==> src/rtl/wdg_pkg.sv <==
package wdg_pkg;
    localparam int BYTE_W = 8;
    localparam int CNT_W  = 2 * BYTE_W;

    localparam logic [BYTE_W-1:0] KEY_FIRST  = 8'h55;
    localparam logic [BYTE_W-1:0] KEY_SECOND = 8'hAA;

    typedef enum logic [1:0] {
        LK_SHUT    = 2'd0,
        LK_KEYED   = 2'd1,
        LK_WANT_HI = 2'd2,
        LK_WANT_LO = 2'd3
    } lock_state_e;

    typedef struct packed {
        logic              we;
        logic              sel_hi;
        logic [BYTE_W-1:0] data;
    } reg_wr_t;

    typedef struct packed {
        logic fire;
        logic in_stop;
    } timeout_t;

    function automatic logic key_match(reg_wr_t w, logic [BYTE_W-1:0] key);
        return w.we && w.sel_hi && (w.data == key);
    endfunction
endpackage

==> src/rtl/wdg_unlock.sv <==
module wdg_unlock
    import wdg_pkg::*;
#(
    parameter logic [CNT_W-1:0] RST_RELOAD = 16'hFFFF
) (
    input  logic             clk,
    input  logic             rst,
    input  reg_wr_t          wr,
    output logic [CNT_W-1:0] reload
);
    lock_state_e state_q, state_d;
    logic [BYTE_W-1:0] hi_q, lo_q;
    logic load_hi, load_lo;

    always_comb begin
        state_d = state_q;
        load_hi = 1'b0;
        load_lo = 1'b0;
        if (wr.we) begin
            unique case (state_q)
                LK_SHUT:    state_d = key_match(wr, KEY_FIRST) ? LK_KEYED : LK_SHUT;
                LK_KEYED:   state_d = key_match(wr, KEY_SECOND) ? LK_WANT_HI : LK_SHUT;
                LK_WANT_HI: begin
                    load_hi = wr.sel_hi;
                    state_d = wr.sel_hi ? LK_WANT_LO : LK_SHUT;
                end
                LK_WANT_LO: begin
                    load_lo = !wr.sel_hi;
                    state_d = LK_SHUT;
                end
                default:    state_d = LK_SHUT;
            endcase
        end
    end

    always_ff @(posedge clk) begin
        if (rst) begin
            state_q <= LK_SHUT;
            hi_q    <= RST_RELOAD[CNT_W-1:BYTE_W];
            lo_q    <= RST_RELOAD[BYTE_W-1:0];
        end else begin
            state_q <= state_d;
            if (load_hi) hi_q <= wr.data;
            if (load_lo) lo_q <= wr.data;
        end
    end

    assign reload = {hi_q, lo_q};
endmodule

==> src/rtl/wdg_counter.sv <==
module wdg_counter
    import wdg_pkg::*;
#(
    parameter logic [CNT_W-1:0] RST_COUNT = 16'hFFFF
) (
    input  logic             clk,
    input  logic             rst,
    input  logic             refresh,
    input  logic             tick,
    input  logic             stop_mode,
    input  logic             cfg_stop_run,
    input  logic [CNT_W-1:0] reload,
    output logic [CNT_W-1:0] count,
    output timeout_t         to
);
    logic [CNT_W-1:0] cnt_q;
    logic run;

    assign run = tick && (!stop_mode || cfg_stop_run);

    always_comb begin
        to.fire    = !refresh && run && (cnt_q <= CNT_W'(1));
        to.in_stop = stop_mode;
    end

    always_ff @(posedge clk) begin
        if (rst)                  cnt_q <= RST_COUNT;
        else if (refresh)         cnt_q <= reload;
        else if (to.fire)         cnt_q <= reload;
        else if (run)             cnt_q <= cnt_q - CNT_W'(1);
    end

    assign count = cnt_q;
endmodule

==> src/rtl/wdg_status.sv <==
module wdg_status
    import wdg_pkg::*;
(
    input  logic     clk,
    input  logic     rst,
    input  timeout_t to,
    input  logic     cfg_reset_en,
    input  logic     clr,
    output logic     reset_req,
    output logic     recover_req,
    output logic     flag_wd,
    output logic     flag_stp
);
    logic hit_norm, hit_stop;

    assign hit_norm = to.fire && cfg_reset_en && !to.in_stop;
    assign hit_stop = to.fire && cfg_reset_en && to.in_stop;

    always_ff @(posedge clk) begin
        if (rst) begin
            reset_req   <= 1'b0;
            recover_req <= 1'b0;
            flag_wd     <= 1'b0;
            flag_stp    <= 1'b0;
        end else begin
            reset_req   <= hit_norm;
            recover_req <= hit_stop;
            if (hit_norm || hit_stop) flag_wd <= 1'b1;
            else if (clr)             flag_wd <= 1'b0;
            if (hit_stop)             flag_stp <= 1'b1;
            else if (clr)             flag_stp <= 1'b0;
        end
    end
endmodule

==> src/rtl/wdog_guard.sv <==
module wdog_guard
    import wdg_pkg::*;
#(
    parameter logic [CNT_W-1:0] RST_COUNT  = 16'hFFFF,
    parameter logic [CNT_W-1:0] RST_RELOAD = 16'hFFFF
) (
    input  logic              clk,
    input  logic              rst,
    input  logic              wr_en,
    input  logic              wr_hi,
    input  logic [BYTE_W-1:0] wr_data,
    input  logic              refresh,
    input  logic              tick,
    input  logic              stop_mode,
    input  logic              cfg_reset_en,
    input  logic              cfg_stop_run,
    input  logic              status_clr,
    output logic              reset_req,
    output logic              recover_req,
    output logic              flag_timeout,
    output logic              flag_stop,
    output logic [CNT_W-1:0]  reload_val,
    output logic [CNT_W-1:0]  count
);
    reg_wr_t  wr;
    timeout_t to;

    assign wr = '{we: wr_en, sel_hi: wr_hi, data: wr_data};

    wdg_unlock #(.RST_RELOAD(RST_RELOAD)) u_unlock (
        .clk(clk), .rst(rst), .wr(wr), .reload(reload_val)
    );

    wdg_counter #(.RST_COUNT(RST_COUNT)) u_counter (
        .clk(clk), .rst(rst), .refresh(refresh), .tick(tick),
        .stop_mode(stop_mode), .cfg_stop_run(cfg_stop_run),
        .reload(reload_val), .count(count), .to(to)
    );

    wdg_status u_status (
        .clk(clk), .rst(rst), .to(to), .cfg_reset_en(cfg_reset_en),
        .clr(status_clr), .reset_req(reset_req), .recover_req(recover_req),
        .flag_wd(flag_timeout), .flag_stp(flag_stop)
    );
endmodule

==> config.mk <==
export PLATFORM = sky130hd
export DESIGN_NAME = wdog_guard
export DESIGN_NICKNAME = d
export VERILOG_FILES = /design/src/rtl/wdg_pkg.sv /design/src/rtl/wdg_unlock.sv /design/src/rtl/wdg_counter.sv /design/src/rtl/wdg_status.sv /design/src/rtl/wdog_guard.sv
export SDC_FILE = /design/constraint.sdc
export NUM_CORES = 1
export LEC_CHECK = 0
export BUFFER_PORTS_ARGS = -buffer_cell sky130_fd_sc_hd__buf_2
export CORE_ASPECT_RATIO = 1.4
export CORE_MARGIN = 3
export CORE_UTILIZATION = 40
export DETAILED_ROUTE_END_ITERATION = 7
export GPL_ROUTABILITY_DRIVEN = 0
export REMOVE_ABC_BUFFERS = 1
export SLEW_MARGIN = 20
export SYNTH_ARGS = -nofsm -noshare
export SYNTH_HDL_FRONTEND = slang
export SYNTH_SLANG_ARGS = --single-unit
export TNS_END_PERCENT = 30
==> constraint.sdc <==
create_clock -name clk -period 2.71 [get_ports clk]
set_input_delay 0.1355 -clock clk [delete_from_list [all_inputs] [get_ports clk]]
set_output_delay 0.1355 -clock clk [all_outputs]
set_load 0.05 [all_outputs]
==> impl_results.md, run 1 <==
* Port buffer count at 53
* Placed wire-length estimate at 4372 um
* Mapped Cells at 233
* Fraction of layout cells with a size suffix above 1 at 0.2882
* Number of flops mapped to enable cells by yosys at 0
* DRT iter0 DRCs at 132
* Max-Cap Viols at 0
* Die H at 90.00 um
* Final period utilization at 0.9153
* First-pass GRT wire length at 9466 um
* IO Pins at 54
* Core Area at 4681 um2
* H-tree depth at 2
* RSZ-0062 raised after global routing: no
* Final wirelength at 5757 um
* Worst r2r path cells at 5
* Setup bufs post-CTS at 0
* Mapped Area at 2016 um2
* Status: finished, final reports clean
* Final hold vios at 0
* Peak Freq at 403.1 MHz
* DP Worst Slack at 0.2545 ns
* Cts repair resizes at 0
* Worst-Skew Late Latency at 0.29 ns
* Drt first pass iters at 4
* Max Slew Vio Count at 0
* Post-Syn Area per Cell at 8.651 um2
* Worst Hold Class: in2reg
* CP Capture Type: register
* CP max FO at 10
* Hold_buf cts at 0
* Largest net degree at the start of global routing at 19
* Vias at 1942
* Initial antenna violation count at 0
* Area growth, synth to finish at 19.55%
* Hold Crit Start: stop_mode
* Worst path required time at 2.89 ns
* Post-DRT Antenna Nets at 0
* Routed WL per cell at 16.45 um
* Total power at 1082 uW
* CTS Buf Count at 5
* Die Area at 5939 um2
* Hold path cells at 2
* Row count at 29
* Worst R2R Start: u_counter.count[5]
* Worst-path clk slew at 0.08 ns
* Starting Density at 0.4306
* Final Instance Area at 2410 um2
* Number of global-route vias before repair at 1893
* Startpoint type of the worst setup path: register
* All-Layer GR Usage at 0.2033
* CTS tree: built
* Most frequent cells in the layout: buf_2, dfxtp_1, nand2_1
* Synthesis-stage register bit count at 38
* # setup viols final at 0
* Die width at 66.00 um
* Fin Hold WS at 0.04475 ns
* Sequential area share after synthesis at 0.3774
* CTS root buf: clkbuf_8
* R2r setup slk at 0.23 ns
* Sink Count at 38
* Count of different cell masters after synthesis at 56
* Synth async-reset ratio at 0
* Setup TNS at 0 ns
* FF-to-FF End: u_counter.count[14]
* Leading cell type in the layout, fill and taps excluded: buf_2
* Crit path DAT at 2.66 ns
* Total gr overflow at 0
* VDD IR max at 0.3299 mV
* P_leak at 0.0009346 uW
* Drt drc at 0
* Antenna diode count at 0
* # fillers at 451
* Tmin final at 2.481 ns
* Dominant synthesized flop cell: dfxtp_1
* Slew headroom at 0.4462
* Post-layout nets at 308
* Worst-margin pin slew at 0.8277 ns
* Hold EP: u_status.reset_req
* Cell Area, Placed at 2326 um2
* P per Cell Area at 449.0 nW/um2
* CP Class: reg2reg
* Setup ws final at 0.2294 ns
* Clock buffer depth at 2
* Clk_skew at 0.006524 ns
* Warnings from Yosys at 0
* Drt via density at 5.549
-- flip-flops by register name, summed over array words and instances (netlist names) --
signal / cells
u_counter.count: 16
u_unlock.hi_q: 8
u_unlock.lo_q: 8
u_unlock.state_q: 2
u_status.flag_stp: 1
u_status.flag_wd: 1
u_status.recover_req: 1
u_status.reset_req: 1
-- cell type report --
cell class	instances	area (um2)	area share
Timing Repair Buffer	59	310.3	0.1288
Tap cell	62	77.57	0.03219
Clock inverter	2	15.01	0.006231
Sequential cell	38	760.7	0.3157
Inverter	10	37.54	0.01558
Multi-Input combinational cell	174	1140	0.4730
Clock buffer	5	68.82	0.02856
-- cell families (layout without fill, tap and decap cells) --
group | Yosys count | count (layout) | synth area share
fa+ha+maj | 2 | 2 | 0.01241
mux | 10 | 10 | 0.05028
buf+inv | 21 | 76 | 0.05711
simple gates | 101 | 101 | 0.2775
compound gates | 55 | 55 | 0.1993
flops | 38 | 38 | 0.3774
xor+xnor | 6 | 6 | 0.02608
-- cells in the mapped netlist, types with 2 or more instances --
master / number / area share
nor3b_1: 4 / 0.015
nor2_1: 16 / 0.030
a31o_2: 2 / 0.0087
a21o_1: 2 / 0.0074
dfxtp_1: 38 / 0.38
nand3_1: 7 / 0.017
inv_1: 10 / 0.019
or4_1: 4 / 0.015
buf_6: 2 / 0.011
nand4_1: 2 / 0.0062
ha_1: 2 / 0.012
nand2_1: 31 / 0.058
nor3_1: 6 / 0.015
clkbuf_1: 5 / 0.0093
clkbuf_8: 2 / 0.014
xor2_1: 3 / 0.013
xnor2_1: 3 / 0.013
o31ai_1: 4 / 0.015
nor4_1: 9 / 0.028
a31oi_1: 6 / 0.019
or2_2: 3 / 0.0093
o21ai_0: 5 / 0.012
and3_1: 2 / 0.0062
mux2i_1: 9 / 0.045
nor4bb_1: 3 / 0.015
a21oi_1: 10 / 0.025
o22ai_1: 3 / 0.0093
nand2b_1: 4 / 0.012
o211ai_1: 9 / 0.034
-- worst max-delay path, cell delays in order, from the launching register on --
cell     delay (ns)
dfxtp_1        0.35
or4_1          0.71
nor4b_4        0.50
a31oi_4        0.23
a21o_2         0.26
a221o_2        0.32
-- power by group --
group	switching (uW)	internal (uW)
Clock	203	176
Combinational	87.4	41.8
Sequential	8.62	565
Total	299	783
-- routing by layer --
metal / track usage / vias to the layer above / part of all wire
li1: - / 983 / -
met1: 0.2498 / 883 / 0.43
met2: 0.3297 / 67 / 0.49
met3: 0.04489 / 9 / 0.061
met4: 0.09661 / 0 / 0.022
met5: 0 / - / 0
-- worst max-delay path by stage --
stage | from | end | slack (ns) | depth (start not counted)
finish | u_counter.count[5] | u_counter.count[14] | 0.23 | 5
global route | u_counter.count[0] | u_counter.count[14] | 0.11 | 7
global placement | u_counter.count[5] | u_counter.count[14] | 0.29 | 5
CTS | u_counter.count[5] | u_counter.count[14] | 0.25 | 5
detailed placement | u_counter.count[5] | u_counter.count[14] | 0.25 | 5
floorplan | u_counter.count[4] | u_counter.count[14] | 0.19 | 5
-- per-stage QoR --
step | cells | util
2_1_floorplan | 222 | -
3_3_place_gp | 343 | 0.4969
3_5_place_dp | 343 | 0.4969
4_1_cts | 350 | 0.5148
5_1_grt | 350 | 0.5148
6_report | 350 | 0.5148
No activity file was read; power rests on OpenSTA's default activity.
==> run 2: changes to the inputs <==
--- a/config.mk
+++ b/config.mk
@@ -11,6 +11,7 @@
 export CORE_UTILIZATION = 40
 export DETAILED_ROUTE_END_ITERATION = 7
 export GPL_ROUTABILITY_DRIVEN = 0
+export PLACE_DENSITY = 0.67
 export REMOVE_ABC_BUFFERS = 1
 export SLEW_MARGIN = 20
 export SYNTH_ARGS = -nofsm -noshare
==> run 2 against run 1 <==
Effect of this change: routed wire length up 0.64%; highest routed layer unchanged; largest cell class unchanged; non-clock buffer count is 3 lower; global-route usage is 0.23 points lower; critical path depth up 2; utilization down 0.56 points; setup slack lost 0.019 ns; sequential power about the same; die area unchanged; largest power group unchanged.
==> impl_results.md, run 2 (synthesized netlist as in run 1, its figures left out) <==
* Tmin final at 2.499 ns (+0.01888 ns)
* Core Area at 4681 um2 (unchanged)
* Drt via density at 5.729 (+3.3%)
* CP Cell Sequence: inv_1, ha_1, or3b_2, or4b_4, or4_1, o21ai_1, a221o_2
* DRT iter0 DRCs at 199 (+51%)
* Max stage delay on crit path at 0.54 ns (-0.17 ns)
* Vias at 1988 (+2.4%)
* RSZ-0062 raised after global routing: no
* Final wirelength at 5794 um (+0.64%)
* Drt first pass iters at 4 (unchanged)
* CP startpoint: u_counter.count[0]
* Worst r2r path cells at 7 (+2)
* WP buf/inv at 1 (+1)
* Max reg flops at 16 (unchanged)
* Final hold vios at 0 (unchanged)
* Die H at 90.00 um (unchanged)
* Final period utilization at 0.9223 (+0.006968)
* First-pass GRT wire length at 9252 um (-2.3%)
* IO Pins at 54 (unchanged)
* Clk_skew at 0.008397 ns (+0.001873 ns)
* Crit path DAT at 2.74 ns (+0.08 ns)
* H-tree depth at 2 (unchanged)
* Slew headroom at 0.4558 (+0.009584)
* Max Slew Vio Count at 0 (unchanged)
* Status: finished, final reports clean
* Area growth, synth to finish at 18.25%
* Number of global-route vias before repair at 1816 (-4.1%)
* CTS Buf Count at 5 (unchanged)
* Worst-margin pin slew at 0.8134 ns (-0.01432 ns)
* Total gr overflow at 0 (unchanged)
* Die width at 66.00 um (unchanged)
* Cts repair resizes at 0 (unchanged)
* Die Area at 5939 um2 (unchanged)
* Fin Hold WS at 0.04401 ns (-0.0007377 ns)
* Hold_buf cts at 0 (unchanged)
* Cell family with most CP delay: simple AND/OR/NAND/NOR gates
* Startpoint type of the worst setup path: register
* CP max FO at 7 (-3)
* Routed WL per cell at 16.70 um (+1.5%)
* Sink Count at 38 (unchanged)
* All-Layer GR Usage at 0.2010 (-0.002261)
* Starting Density at 0.4306 (unchanged)
* FF-to-FF End: u_counter.count[14]
* Initial antenna violation count at 0 (unchanged)
* Post-DRT Antenna Nets at 0 (unchanged)
* Worst path required time at 2.95 ns (+0.06 ns)
* Largest net degree at the start of global routing at 25 (+6)
* P_leak at 0.0009216 uW (-1.4%)
* VDD IR max at 0.2296 mV (-30%)
* Fraction of layout cells with a size suffix above 1 at 0.2772 (-0.01100)
* Leading cell type in the layout, fill and taps excluded: buf_2
* Drt drc at 0 (unchanged)
* Worst-path clk slew at 0.08 ns (about the same)
* Setup ws final at 0.2105 ns (-0.01888 ns)
* Row count at 29 (unchanged)
* Placed wire-length estimate at 4267 um (-2.4%)
* Antenna diode count at 0 (unchanged)
* CP Class: reg2reg
* Setup TNS at 0 ns (unchanged)
* CTS tree: built
* Max-Cap Viols at 0 (unchanged)
* P per Cell Area at 454.4 nW/um2 (+1.2%)
* Crit-path slowest cell: or3b_2
* Worst Hold Class: in2reg
* Worst-Skew Late Latency at 0.29 ns (about the same)
* # setup viols final at 0 (unchanged)
* CP Capture Type: register
* Levels on crit path at 7 (+2)
* Most frequent cells in the layout: buf_2, dfxtp_1, nand2_1
* Clock buffer depth at 2 (unchanged)
* Post-layout nets at 305 (-0.97%)
* Peak Freq at 400.1 MHz (-0.76%)
* CTS root buf: clkbuf_8
* Setup bufs post-CTS at 0 (unchanged)
* Port buffer count at 53 (unchanged)
* DP Worst Slack at 0.2528 ns (-0.001648 ns)
* R2r setup slk at 0.21 ns (-0.02 ns)
* Worst setup path end: u_counter.count[14]
* Worst R2R Start: u_counter.count[0]
[run 2: worst min-delay path by stage]
stage | start | slack [ns] | endpoint | depth (start not counted)
floorplan | rst | 0.20 | u_status.flag_stp | 1
global placement | stop_mode | 0.35 | u_status.reset_req | 2
detailed placement | stop_mode | 0.36 | u_status.reset_req | 2
CTS | stop_mode | 0.04 | u_status.reset_req | 2
global route | stop_mode | 0.04 | u_status.reset_req | 2
finish | stop_mode | 0.04 | u_status.reset_req | 2
[run 2: cell type report]
class | instances | area, um2
Timing Repair Buffer | 56 | 287.8
Fill cell | 465 | 2297
Sequential cell | 38 | 760.7
Clock inverter | 1 | 7.507
Clock buffer | 6 | 72.57
Inverter | 10 | 37.54
Multi-Input combinational cell | 174 | 1140
Tap cell | 62 | 77.57
[run 2: report_power, final]
part	leakage, uW	total [uW]	switching, uW	internal, uW
Combinational	0.000575	128	88.4	39.7
Clock	0.0000373	381	204	177
Sequential	0.000309	574	8.85	565
[run 2: metal layers]
layer	wire length (um)	GRT usage	vias up
met5	0	0	-
met4	198	0.08814	0
met3	365	0.03367	17
met2	2864	0.3356	78
met1	2366	0.2483	923
li1	-	-	970
[run 2: stage by stage]
| stage | area, um2 | util | std cells | power [uW] |
|---|---|---|---|---|
| CTS | 2384 | 0.5092 | 347 | 1088 |
| detailed placement | 2303 | 0.4921 | 340 | 713.2 |
| floorplan | 1938 | - | 222 | 658.9 |
| global route | 2384 | 0.5092 | 347 | 1120 |
| global placement | 2303 | 0.4921 | 340 | 712.9 |
| finish | 2384 | 0.5092 | 347 | 1083 |
